===== src/rtl/acq_pkg.sv =====
`timescale 1ns/1ps
package acq_pkg;
   localparam int NUM_CH = 4;
   localparam int CH_W   = 2;

   // register offsets
   localparam int OFS_CFG   = 0;
   localparam int OFS_TRIG  = 1;
   localparam int OFS_START = 2;
   localparam int OFS_FLUSH = 3;
   localparam int OFS_DATA  = 4;
   localparam int OFS_TCCLR = 5;
   localparam int OFS_STAT  = 6;
   localparam int OFS_DMA   = 7;
   localparam int OFS_XFER  = 8;

   // configuration fields
   localparam int CFG_SEL_LSB = 3;
   localparam int CFG_DIV_LSB = 5;
   localparam int CFG_EN_LO   = 7;
   localparam int CFG_EN_HI   = 8;
   localparam int CFG_APD     = 11;
   localparam int CFG_DPD     = 12;

   // trigger fields
   localparam int          TRG_HW      = 4;
   localparam logic [2:0]  TRG_DELAYED = 3'd3;

   // status bits
   localparam int ST_NE  = 0;
   localparam int ST_OVF = 3;
   localparam int ST_CAL = 5;
   localparam int ST_IRQ = 6;
   localparam int ST_TC  = 7;
   localparam int ST_ID  = 8;

   typedef enum logic [1:0] {
      SEQ_IDLE  = 2'd0,
      SEQ_ARMED = 2'd1,
      SEQ_DELAY = 2'd2,
      SEQ_RUN   = 2'd3
   } seq_state_e;
endpackage


===== src/rtl/acq_fifo.sv =====
`timescale 1ns/1ps
module acq_fifo #(
   parameter int W     = 16,
   parameter int DEPTH = 16
) (
   input  logic         clk,
   input  logic         rst_n,
   input  logic         flush,
   input  logic         push,
   input  logic [W-1:0] din,
   input  logic         pop,
   output logic [W-1:0] head,
   output logic         empty,
   output logic         full,
   output logic         ovf
);
   localparam int AW   = (DEPTH > 1) ? $clog2(DEPTH) : 1;
   localparam int CW   = $clog2(DEPTH + 1);
   localparam bit POW2 = (DEPTH == (1 << AW));
   localparam logic [CW-1:0] DEPTH_C = CW'(DEPTH);

   initial begin : elab_chk
      assert (DEPTH >= 2) else $error("acq_fifo: DEPTH must be at least 2");
      assert (W >= 1) else $error("acq_fifo: W must be positive");
   end

   logic [W-1:0]  mem [DEPTH];
   logic [AW-1:0] wp, rp, wp_nx, rp_nx;
   logic [CW-1:0] cnt;
   logic          do_pop, do_push;

   assign empty   = (cnt == '0);
   assign full    = (cnt == DEPTH_C);
   assign do_pop  = pop && !empty;
   assign do_push = push && (!full || do_pop);
   assign head    = mem[rp];

   generate
      if (POW2) begin : g_wrap_free
         assign wp_nx = wp + 1'b1;
         assign rp_nx = rp + 1'b1;
      end else begin : g_wrap_cmp
         assign wp_nx = (wp == AW'(DEPTH - 1)) ? '0 : wp + 1'b1;
         assign rp_nx = (rp == AW'(DEPTH - 1)) ? '0 : rp + 1'b1;
      end
   endgenerate

   always_ff @(posedge clk) begin
      if (do_push && !flush) mem[wp] <= din;
   end

   always_ff @(posedge clk or negedge rst_n) begin
      if (!rst_n) begin
         wp  <= '0;
         rp  <= '0;
         cnt <= '0;
         ovf <= 1'b0;
      end else if (flush) begin
         wp  <= '0;
         rp  <= '0;
         cnt <= '0;
         ovf <= 1'b0;
      end else begin
         if (do_push) wp <= wp_nx;
         if (do_pop)  rp <= rp_nx;
         if (do_push && !do_pop)      cnt <= cnt + 1'b1;
         else if (do_pop && !do_push) cnt <= cnt - 1'b1;
         if (push && !do_push) ovf <= 1'b1;
      end
   end

   assert_pop_count_R9: assert property (@(posedge clk) disable iff (!rst_n)
      (pop && !empty && !push && !flush) |=> (cnt == $past(cnt) - 1'b1));
   assert_count_bound_R10: assert property (@(posedge clk) disable iff (!rst_n)
      cnt <= DEPTH_C);
   assert_ovf_sticky_R10: assert property (@(posedge clk) disable iff (!rst_n)
      (ovf && !flush) |=> ovf);
   assert_flush_empties_R11: assert property (@(posedge clk) disable iff (!rst_n)
      flush |=> (empty && !ovf));
endmodule


===== src/rtl/acq_sequencer.sv =====
`timescale 1ns/1ps
module acq_sequencer
   import acq_pkg::*;
#(
   parameter int CLK_BASE      = 4,
   parameter int DELAY_PERIODS = 72,
   parameter int SEL_W         = 2,
   parameter int DIV_W         = 2
) (
   input  logic             clk,
   input  logic             rst_n,
   input  logic [SEL_W-1:0] clk_sel,
   input  logic [DIV_W-1:0] clk_div,
   input  logic [2:0]       scan_code,
   input  logic [2:0]       trig_mode,
   input  logic             hw_sel,
   input  logic             trig_wr,
   input  logic             trig_wr_hw,
   input  logic             start_wr,
   input  logic             flush,
   input  logic             powered_down,
   input  logic             hw_trig,
   output logic             push,
   output logic [CH_W-1:0]  chan
);
   localparam int NSEL    = 1 << SEL_W;
   localparam int MAX_PER = (CLK_BASE + NSEL - 1) << ((1 << DIV_W) - 1);
   localparam int PER_W   = $clog2(MAX_PER + 1);
   localparam int DLY_W   = $clog2(DELAY_PERIODS + 1);

   initial begin : elab_chk
      assert (CLK_BASE >= 2) else $error("acq_sequencer: CLK_BASE must be at least 2");
      assert (DELAY_PERIODS >= 1) else $error("acq_sequencer: DELAY_PERIODS must be positive");
   end

   logic [PER_W-1:0] base_per [NSEL];
   logic [PER_W-1:0] period, pcnt;
   logic [DLY_W-1:0] dcnt;
   logic [CH_W-1:0]  idx;
   logic             hw_q, go, active, tick;
   seq_state_e       state;

   generate
      for (genvar g = 0; g < NSEL; g++) begin : g_base
         assign base_per[g] = PER_W'(CLK_BASE + g);
      end
   endgenerate

   assign period = base_per[clk_sel] << clk_div;
   assign go     = ((state == SEQ_IDLE) && start_wr && !hw_sel) ||
                   ((state == SEQ_ARMED) && hw_trig && !hw_q);
   assign active = ((state == SEQ_DELAY) || (state == SEQ_RUN)) && !powered_down;
   assign tick   = active && (pcnt >= period - 1'b1);
   assign push   = tick && (state == SEQ_RUN);

   always_comb begin
      case (scan_code)
         3'd1:    chan = idx;
         3'd2:    chan = {1'b0, idx[0]};
         3'd3:    chan = {1'b1, idx[0]};
         3'd4, 3'd5, 3'd6, 3'd7: chan = scan_code[1:0];
         default: chan = '0;
      endcase
   end

   always_ff @(posedge clk or negedge rst_n) begin
      if (!rst_n) begin
         state <= SEQ_IDLE;
         pcnt  <= '0;
         dcnt  <= '0;
         idx   <= '0;
         hw_q  <= 1'b0;
      end else begin
         hw_q <= hw_trig;
         if (flush) begin
            state <= SEQ_IDLE;
         end else if (trig_wr) begin
            state <= trig_wr_hw ? SEQ_ARMED : SEQ_IDLE;
         end else if (go) begin
            state <= (trig_mode == TRG_DELAYED) ? SEQ_DELAY : SEQ_RUN;
            pcnt  <= '0;
            dcnt  <= '0;
            idx   <= '0;
         end else if (active) begin
            if (tick) begin
               pcnt <= '0;
               if (state == SEQ_DELAY) begin
                  if (dcnt == DLY_W'(DELAY_PERIODS - 1)) state <= SEQ_RUN;
                  else dcnt <= dcnt + 1'b1;
               end else begin
                  idx <= idx + 1'b1;
               end
            end else begin
               pcnt <= pcnt + 1'b1;
            end
         end
      end
   end

   assert_delay_no_push_R5: assert property (@(posedge clk) disable iff (!rst_n)
      (state == SEQ_DELAY) |-> !push);
   assert_armed_wait_R4: assert property (@(posedge clk) disable iff (!rst_n)
      ((state == SEQ_ARMED) && start_wr && !hw_trig && !trig_wr && !flush) |=> (state == SEQ_ARMED));
endmodule


===== src/rtl/acq_ctrl.sv =====
`timescale 1ns/1ps
module acq_ctrl
   import acq_pkg::*;
#(
   parameter int         DATA_W        = 16,
   parameter int         ADDR_W        = 4,
   parameter int         FIFO_DEPTH    = 16,
   parameter int         CLK_BASE      = 4,
   parameter int         DELAY_PERIODS = 72,
   parameter int         CAL_CYCLES    = 20,
   parameter int         XFER_W        = 16,
   parameter logic [1:0] BOARD_ID      = 2'd1
) (
   input  logic              clk,
   input  logic              rst_n,
   input  logic              bus_wr,
   input  logic              bus_rd,
   input  logic [ADDR_W-1:0] bus_addr,
   input  logic [DATA_W-1:0] bus_wdata,
   output logic [DATA_W-1:0] bus_rdata,
   output logic [CH_W-1:0]   adc_chan,
   input  logic [DATA_W-1:0] adc_sample,
   input  logic              hw_trig,
   input  logic              dma_rd,
   output logic [DATA_W-1:0] dma_data,
   output logic              irq
);
   localparam int CAL_W = $clog2(CAL_CYCLES + 1);

   initial begin : elab_chk
      assert (DATA_W >= 16) else $error("acq_ctrl: DATA_W must hold all register fields");
      assert (ADDR_W >= 4) else $error("acq_ctrl: ADDR_W too small for offset map");
      assert (XFER_W <= DATA_W) else $error("acq_ctrl: XFER_W exceeds bus width");
      assert (CAL_CYCLES >= 2) else $error("acq_ctrl: CAL_CYCLES must be at least 2");
   end

   logic [DATA_W-1:0] cfg_q, trig_q, status, smp, fifo_head;
   logic [XFER_W-1:0] xfer_q;
   logic [CAL_W-1:0]  cal_cnt;
   logic              dma_en, tc_ie, tc_hit;
   logic              wr_cfg, wr_trig, wr_start, wr_flush, wr_tcclr, wr_dma, wr_xfer;
   logic              rd_data, dma_pop, pop, push, powered_down, grp_en;
   logic              fifo_empty, fifo_full, fifo_ovf, cal_busy;

   assign wr_cfg   = bus_wr && (bus_addr == ADDR_W'(OFS_CFG));
   assign wr_trig  = bus_wr && (bus_addr == ADDR_W'(OFS_TRIG));
   assign wr_start = bus_wr && (bus_addr == ADDR_W'(OFS_START));
   assign wr_flush = bus_wr && (bus_addr == ADDR_W'(OFS_FLUSH));
   assign wr_tcclr = bus_wr && (bus_addr == ADDR_W'(OFS_TCCLR));
   assign wr_dma   = bus_wr && (bus_addr == ADDR_W'(OFS_DMA));
   assign wr_xfer  = bus_wr && (bus_addr == ADDR_W'(OFS_XFER));
   assign rd_data  = bus_rd && (bus_addr == ADDR_W'(OFS_DATA));

   assign powered_down = cfg_q[CFG_APD] || cfg_q[CFG_DPD];
   assign grp_en       = adc_chan[1] ? cfg_q[CFG_EN_HI] : cfg_q[CFG_EN_LO];
   assign smp          = grp_en ? adc_sample : '0;
   assign dma_pop      = dma_rd && !fifo_empty;
   assign pop          = rd_data || dma_rd;
   assign cal_busy     = (cal_cnt != '0);
   assign irq          = tc_hit && tc_ie;
   assign dma_data     = fifo_head;

   acq_sequencer #(
      .CLK_BASE      (CLK_BASE),
      .DELAY_PERIODS (DELAY_PERIODS),
      .SEL_W         (2),
      .DIV_W         (2)
   ) u_seq (
      .clk          (clk),
      .rst_n        (rst_n),
      .clk_sel      (cfg_q[CFG_SEL_LSB +: 2]),
      .clk_div      (cfg_q[CFG_DIV_LSB +: 2]),
      .scan_code    (cfg_q[2:0]),
      .trig_mode    (trig_q[2:0]),
      .hw_sel       (trig_q[TRG_HW]),
      .trig_wr      (wr_trig),
      .trig_wr_hw   (bus_wdata[TRG_HW]),
      .start_wr     (wr_start),
      .flush        (wr_flush),
      .powered_down (powered_down),
      .hw_trig      (hw_trig),
      .push         (push),
      .chan         (adc_chan)
   );

   acq_fifo #(
      .W     (DATA_W),
      .DEPTH (FIFO_DEPTH)
   ) u_fifo (
      .clk   (clk),
      .rst_n (rst_n),
      .flush (wr_flush),
      .push  (push),
      .din   (smp),
      .pop   (pop),
      .head  (fifo_head),
      .empty (fifo_empty),
      .full  (fifo_full),
      .ovf   (fifo_ovf)
   );

   always_ff @(posedge clk or negedge rst_n) begin
      if (!rst_n) begin
         cfg_q   <= '0;
         trig_q  <= '0;
         dma_en  <= 1'b0;
         tc_ie   <= 1'b0;
         xfer_q  <= '0;
         tc_hit  <= 1'b0;
         cal_cnt <= '0;
      end else begin
         if (wr_cfg)  cfg_q  <= bus_wdata;
         if (wr_trig) trig_q <= bus_wdata;
         if (wr_dma) begin
            dma_en <= bus_wdata[0];
            tc_ie  <= bus_wdata[1];
         end
         if (wr_xfer) xfer_q <= bus_wdata[XFER_W-1:0];
         else if (dma_en && dma_pop && (xfer_q != '0)) xfer_q <= xfer_q - 1'b1;
         if (wr_tcclr) tc_hit <= 1'b0;
         else if (dma_en && dma_pop && (xfer_q == XFER_W'(1)) && !wr_xfer) tc_hit <= 1'b1;
         if (wr_cfg && cfg_q[CFG_DPD] && !bus_wdata[CFG_DPD]) cal_cnt <= CAL_W'(CAL_CYCLES);
         else if (cal_busy) cal_cnt <= cal_cnt - 1'b1;
      end
   end

   always_comb begin
      status              = '0;
      status[ST_NE]       = !fifo_empty;
      status[ST_OVF]      = fifo_ovf;
      status[ST_CAL]      = cal_busy;
      status[ST_IRQ]      = irq;
      status[ST_TC]       = tc_hit;
      status[ST_ID +: 2]  = BOARD_ID;
   end

   always_comb begin
      case (bus_addr)
         ADDR_W'(OFS_CFG):  bus_rdata = cfg_q;
         ADDR_W'(OFS_TRIG): bus_rdata = trig_q;
         ADDR_W'(OFS_DATA): bus_rdata = fifo_head;
         ADDR_W'(OFS_STAT): bus_rdata = status;
         ADDR_W'(OFS_DMA):  bus_rdata = DATA_W'({tc_ie, dma_en});
         ADDR_W'(OFS_XFER): bus_rdata = DATA_W'(xfer_q);
         default:           bus_rdata = '0;
      endcase
   end

   assert_no_sample_pd_R7: assert property (@(posedge clk) disable iff (!rst_n)
      push |-> !powered_down);
   assert_cal_countdown_R8: assert property (@(posedge clk) disable iff (!rst_n)
      (cal_busy && !wr_cfg) |=> (cal_cnt == $past(cal_cnt) - 1'b1));
   assert_tc_clear_R12: assert property (@(posedge clk) disable iff (!rst_n)
      wr_tcclr |=> !tc_hit);
   assert_tc_at_zero_R12: assert property (@(posedge clk) disable iff (!rst_n)
      $rose(tc_hit) |-> (xfer_q == '0));
   assert_full_no_grow_R10: assert property (@(posedge clk) disable iff (!rst_n)
      (fifo_full && !pop && !wr_flush) |=> fifo_full);
endmodule


===== config.mk =====
export PLATFORM = sky130hd
export DESIGN_NAME = acq_ctrl
export DESIGN_NICKNAME = d
export VERILOG_FILES = /design/src/rtl/acq_pkg.sv /design/src/rtl/acq_fifo.sv /design/src/rtl/acq_sequencer.sv /design/src/rtl/acq_ctrl.sv
export SDC_FILE = /design/constraint.sdc
export NUM_CORES = 1
export LEC_CHECK = 0
export ABC_AREA = 1
export ABC_CLOCK_PERIOD_IN_PS = 9700
export BUFFER_PORTS_ARGS = -buffer_cell sky130_fd_sc_hd__buf_2
export CAP_MARGIN = 25
export CORE_AREA = 3 3 175 177
export CTS_BUF_LIST = sky130_fd_sc_hd__clkbuf_4 sky130_fd_sc_hd__clkbuf_8
export DETAILED_ROUTE_END_ITERATION = 12
export DIE_AREA = 0 0 178 180
export PLACE_DENSITY_LB_ADDON = 0.15
export SYNTH_ARGS = -nofsm -noshare
export SYNTH_HDL_FRONTEND = slang
export SYNTH_SLANG_ARGS = --single-unit
export TNS_END_PERCENT = 20

===== constraint.sdc =====
create_clock -name clk -period 9.7 [get_ports clk]
set_clock_uncertainty 0.05 [all_clocks]
set_input_delay 1.94 -clock clk [delete_from_list [all_inputs] [get_ports clk]]
set_output_delay 1.94 -clock clk [all_outputs]
set_load 0.005 [all_outputs]

==> impl_metrics.ini <==
[timing]
tns_ps = 0
fmax_mhz = 175.0
finalWorstPathRequiredPeriod_ps = 5713
finalSetupViolations = 0
finalCritPeriodShare = 0.5890
rsz0062_at_grt = no
slew_headroom = 0.3345
tightest_slew_ps = 994.5
maxSlewViolCount = 0
hold_violations = 0

[route]
first_iter_violations = 926
ant_nets = 0
wl_um = 40520
post-route-drc-count = 0
wl_per_cell_um = 20.01
first_pass_iters = 5
dr_total_vias = 11450
post_drt_via_cell_ratio = 5.654

[synth]
yosysUniqueCellTypes = 48
ys_top_cells_by_area = edfxtp_1, dfrtp_1, nor2_1, nand2_1, o21ai_0
synth_seq_area_share = 0.6295
yosys.area.top_type = edfxtp_1
synth_nets = 1566
ys_dominant_reg_cell = edfxtp_1
syn-cell-area_mm2 = 0.01571
synth_top_cell_area_share = 0.4893
synthCells = 1503
ys_warn_count = 0
synth_edf_count = 256
synthArstFlopShare = 0.2558
syn_area_per_cell_um2 = 10.45
synth-seq-cells = 344

[place]
hpwl_um = 24590
numPortBuffers = 76
place_congestion = 0.9457

[critical_path]
cp_top_family = buffers and inverters
crit_end = bus_rdata[7]
reg2reg_slack_ps = 5980
cp_num_cells = 11
max_stage_delay_ps = 710
cp.arrival_ps = 3720
crit_fanout = 70
path_cells = inv_4 -> buf_4 -> nor2_1 -> nor2_1 -> o21ai_0 -> o211ai_1 -> o211ai_1 -> nand2_1 -> nand2_1 -> nand2_1 -> buf_2
critical_path.most_common_cell = nand2_1
timing.rr.start = cfg_q[3]
setup.worst_path.end_class = primary output
path_class = reg -> out
regToRegEndpoint = u_fifo.cnt[3]
crit_required_ps = 7710
critPathSlowestCell = dfrtp_4
reg2reg_depth = 21
worst-path-buf-inv = 3
critPathLaunch = u_fifo.rp[0]
cp-start-kind = flip-flop

[clock_tree]
clock_latency_ps = 580
h-tree-depth = 2
post_cts_hold_buffer_count = 0
cts_tree = yes
numCtsBuffers = 55
clk_pin_slew_ps = 60
post_cts_buffers = 0
cts_root_buf = clkbuf_8
cts_buffer_depth = 3
cts-resized-gates = 0
clock_sink_count = 344

[worst_hold_path]
min_delay_path_depth = 2
hp-class = reg -> reg
min_from = trig_q[7]

[cells_and_area]
final_util = 0.5982
fillers = 2483
drive_gt1_frac = 0.1609
syn2layout_area_growth_pct = 11.96
nets = 1658
diodes = 0

[global_routing]
grt_first_pass_wirelength_um = 62890
grt_overflow = 0
grt_max_degree = 84
grt_pass1_vias = 11196
busiest_layer = met2
antenna_found_initial = 0
met2_usage = 0.4030
grt_util_met1 = 0.3496
track_usage = 0.2534
grtUsageMet3 = 0.04542

[floorplanning]
rows = 63
initial_core_util = 0.5343
coreArea_mm2 = 0.02940
die_y_um = 180
ios = 77
dieArea_mm2 = 0.03204
die_w_um = 178

[power_and_ir_drop]
power_density_mw_per_mm2 = 272.7
vdd_drop_max_v = 0.0001603
p_leak_nw = 7.019

[run_status]
status = finished clean

[job]
maxCapViolCount = 0
worst min path at each step:
stage,end,slack (ps)
floorplan,trig_q[7],390
global placement,trig_q[7],410
detailed placement,trig_q[7],410
CTS,trig_q[7],430
global route,trig_q[7],450
finish,trig_q[7],430
cells in the final DEF, fill, tap and decap left out, types with 10 or more instances in the layout:
| cell | n |
|---|---|
| edfxtp_1 | 256 |
| o21ai_1 | 26 |
| xor2_1 | 14 |
| clkbuf_4 | 16 |
| nand2_1 | 221 |
| buf_2 | 75 |
| clkinv_2 | 10 |
| clkbuf_8 | 59 |
| o211ai_1 | 42 |
| ha_1 | 20 |
| buf_4 | 22 |
| clkinv_1 | 12 |
| nor2_2 | 19 |
| a21oi_1 | 21 |
| nor2_1 | 227 |
| dfrtp_1 | 86 |
| o22ai_1 | 12 |
| o21ai_0 | 164 |
| o221ai_1 | 30 |
| inv_1 | 118 |
| inv_2 | 15 |
| nand3_1 | 73 |
| nand4_1 | 14 |
sequential cells by signal, summed over array words and instances, names as in the netlist, 2 cells and up:
name / flops
u_seq.dcnt: 7
u_fifo.rp: 4
u_fifo.mem: 256
cfg_q: 16
xfer_q: 16
trig_q: 16
u_fifo.cnt: 5
u_seq.state: 2
u_seq.pcnt: 6
cal_cnt: 5
u_fifo.wp: 4
u_seq.idx: 2
tightest hold or removal path, delay by kind of cell (launching register included):
kind	cells	cell delay (ps)
flops	1	340
simple gates	2	110
cells by family (layout without fill, tap and decap cells):
group,Yosys count,count (layout),share of synthesized area
XOR/XNOR,22,22,0.01227
AO/OA/AOI/OAI,321,321,0.1228
buffers and inverters,202,334,0.05567
adder cells (fa/ha/maj),21,21,0.01720
AND/OR/NAND/NOR,593,593,0.1626
flip-flops,344,344,0.6295
layer usage:
metal,vias to the layer above,share of wire,routed length [µm]
met2,435,0.47,19170
met4,0,0.033,1334
met3,95,0.072,2909
met1,5503,0.42,17110
met5,-,0,0
li1,5417,-,-
synthesized netlist by cell type, types with 20 or more instances:
library cell    n
edfxtp_1      256
o21ai_1        27
nand3_1        73
nand2_1       221
o211ai_1       42
clkbuf_1       30
o221ai_1       30
nor2_1        243
ha_1           20
o21ai_0       164
dfrtp_1        88
inv_1         118
a21oi_1        21
area by class of cell:
| type | instances | area [µm²] | area share |
|---|---|---|---|
| clock buffers | 75 | 932.1 | 0.05299 |
| clock inverters | 22 | 128.9 | 0.007327 |
| inverters | 136 | 513.0 | 0.02916 |
| multi-input cells | 957 | 4990 | 0.2837 |
| flip-flops and latches | 344 | 9894 | 0.5625 |
| well taps | 390 | 488.0 | 0.02774 |
| repair buffers | 101 | 643.1 | 0.03656 |
where the power goes:
| part | internal (mW) | leakage [nW] | switching, mW |
|---|---|---|---|
| Combinational | 0.524 | 3.00 | 1.14 |
| Clock | 0.648 | 0.573 | 0.558 |
| Sequential | 1.78 | 3.44 | 0.150 |
per-stage QoR:
stage | cells | hold WS, ps | setup slack, ps | power, mW | area (µm²)
after floorplan | 1503 | 391.9 | 4946 | 3.041 | 15710
after global placement | 1924 | 409.1 | 4517 | 3.557 | 16430
after detailed placement | 1927 | 412.2 | 4492 | 3.601 | 16510
after CTS | 2024 | 427.1 | 3985 | 4.808 | 17570
after global routing | 2025 | 454.1 | 3741 | 5.096 | 17590
final | 2025 | 430.4 | 3987 | 4.797 | 17590
No activity file was read; power rests on OpenSTA's default activity.
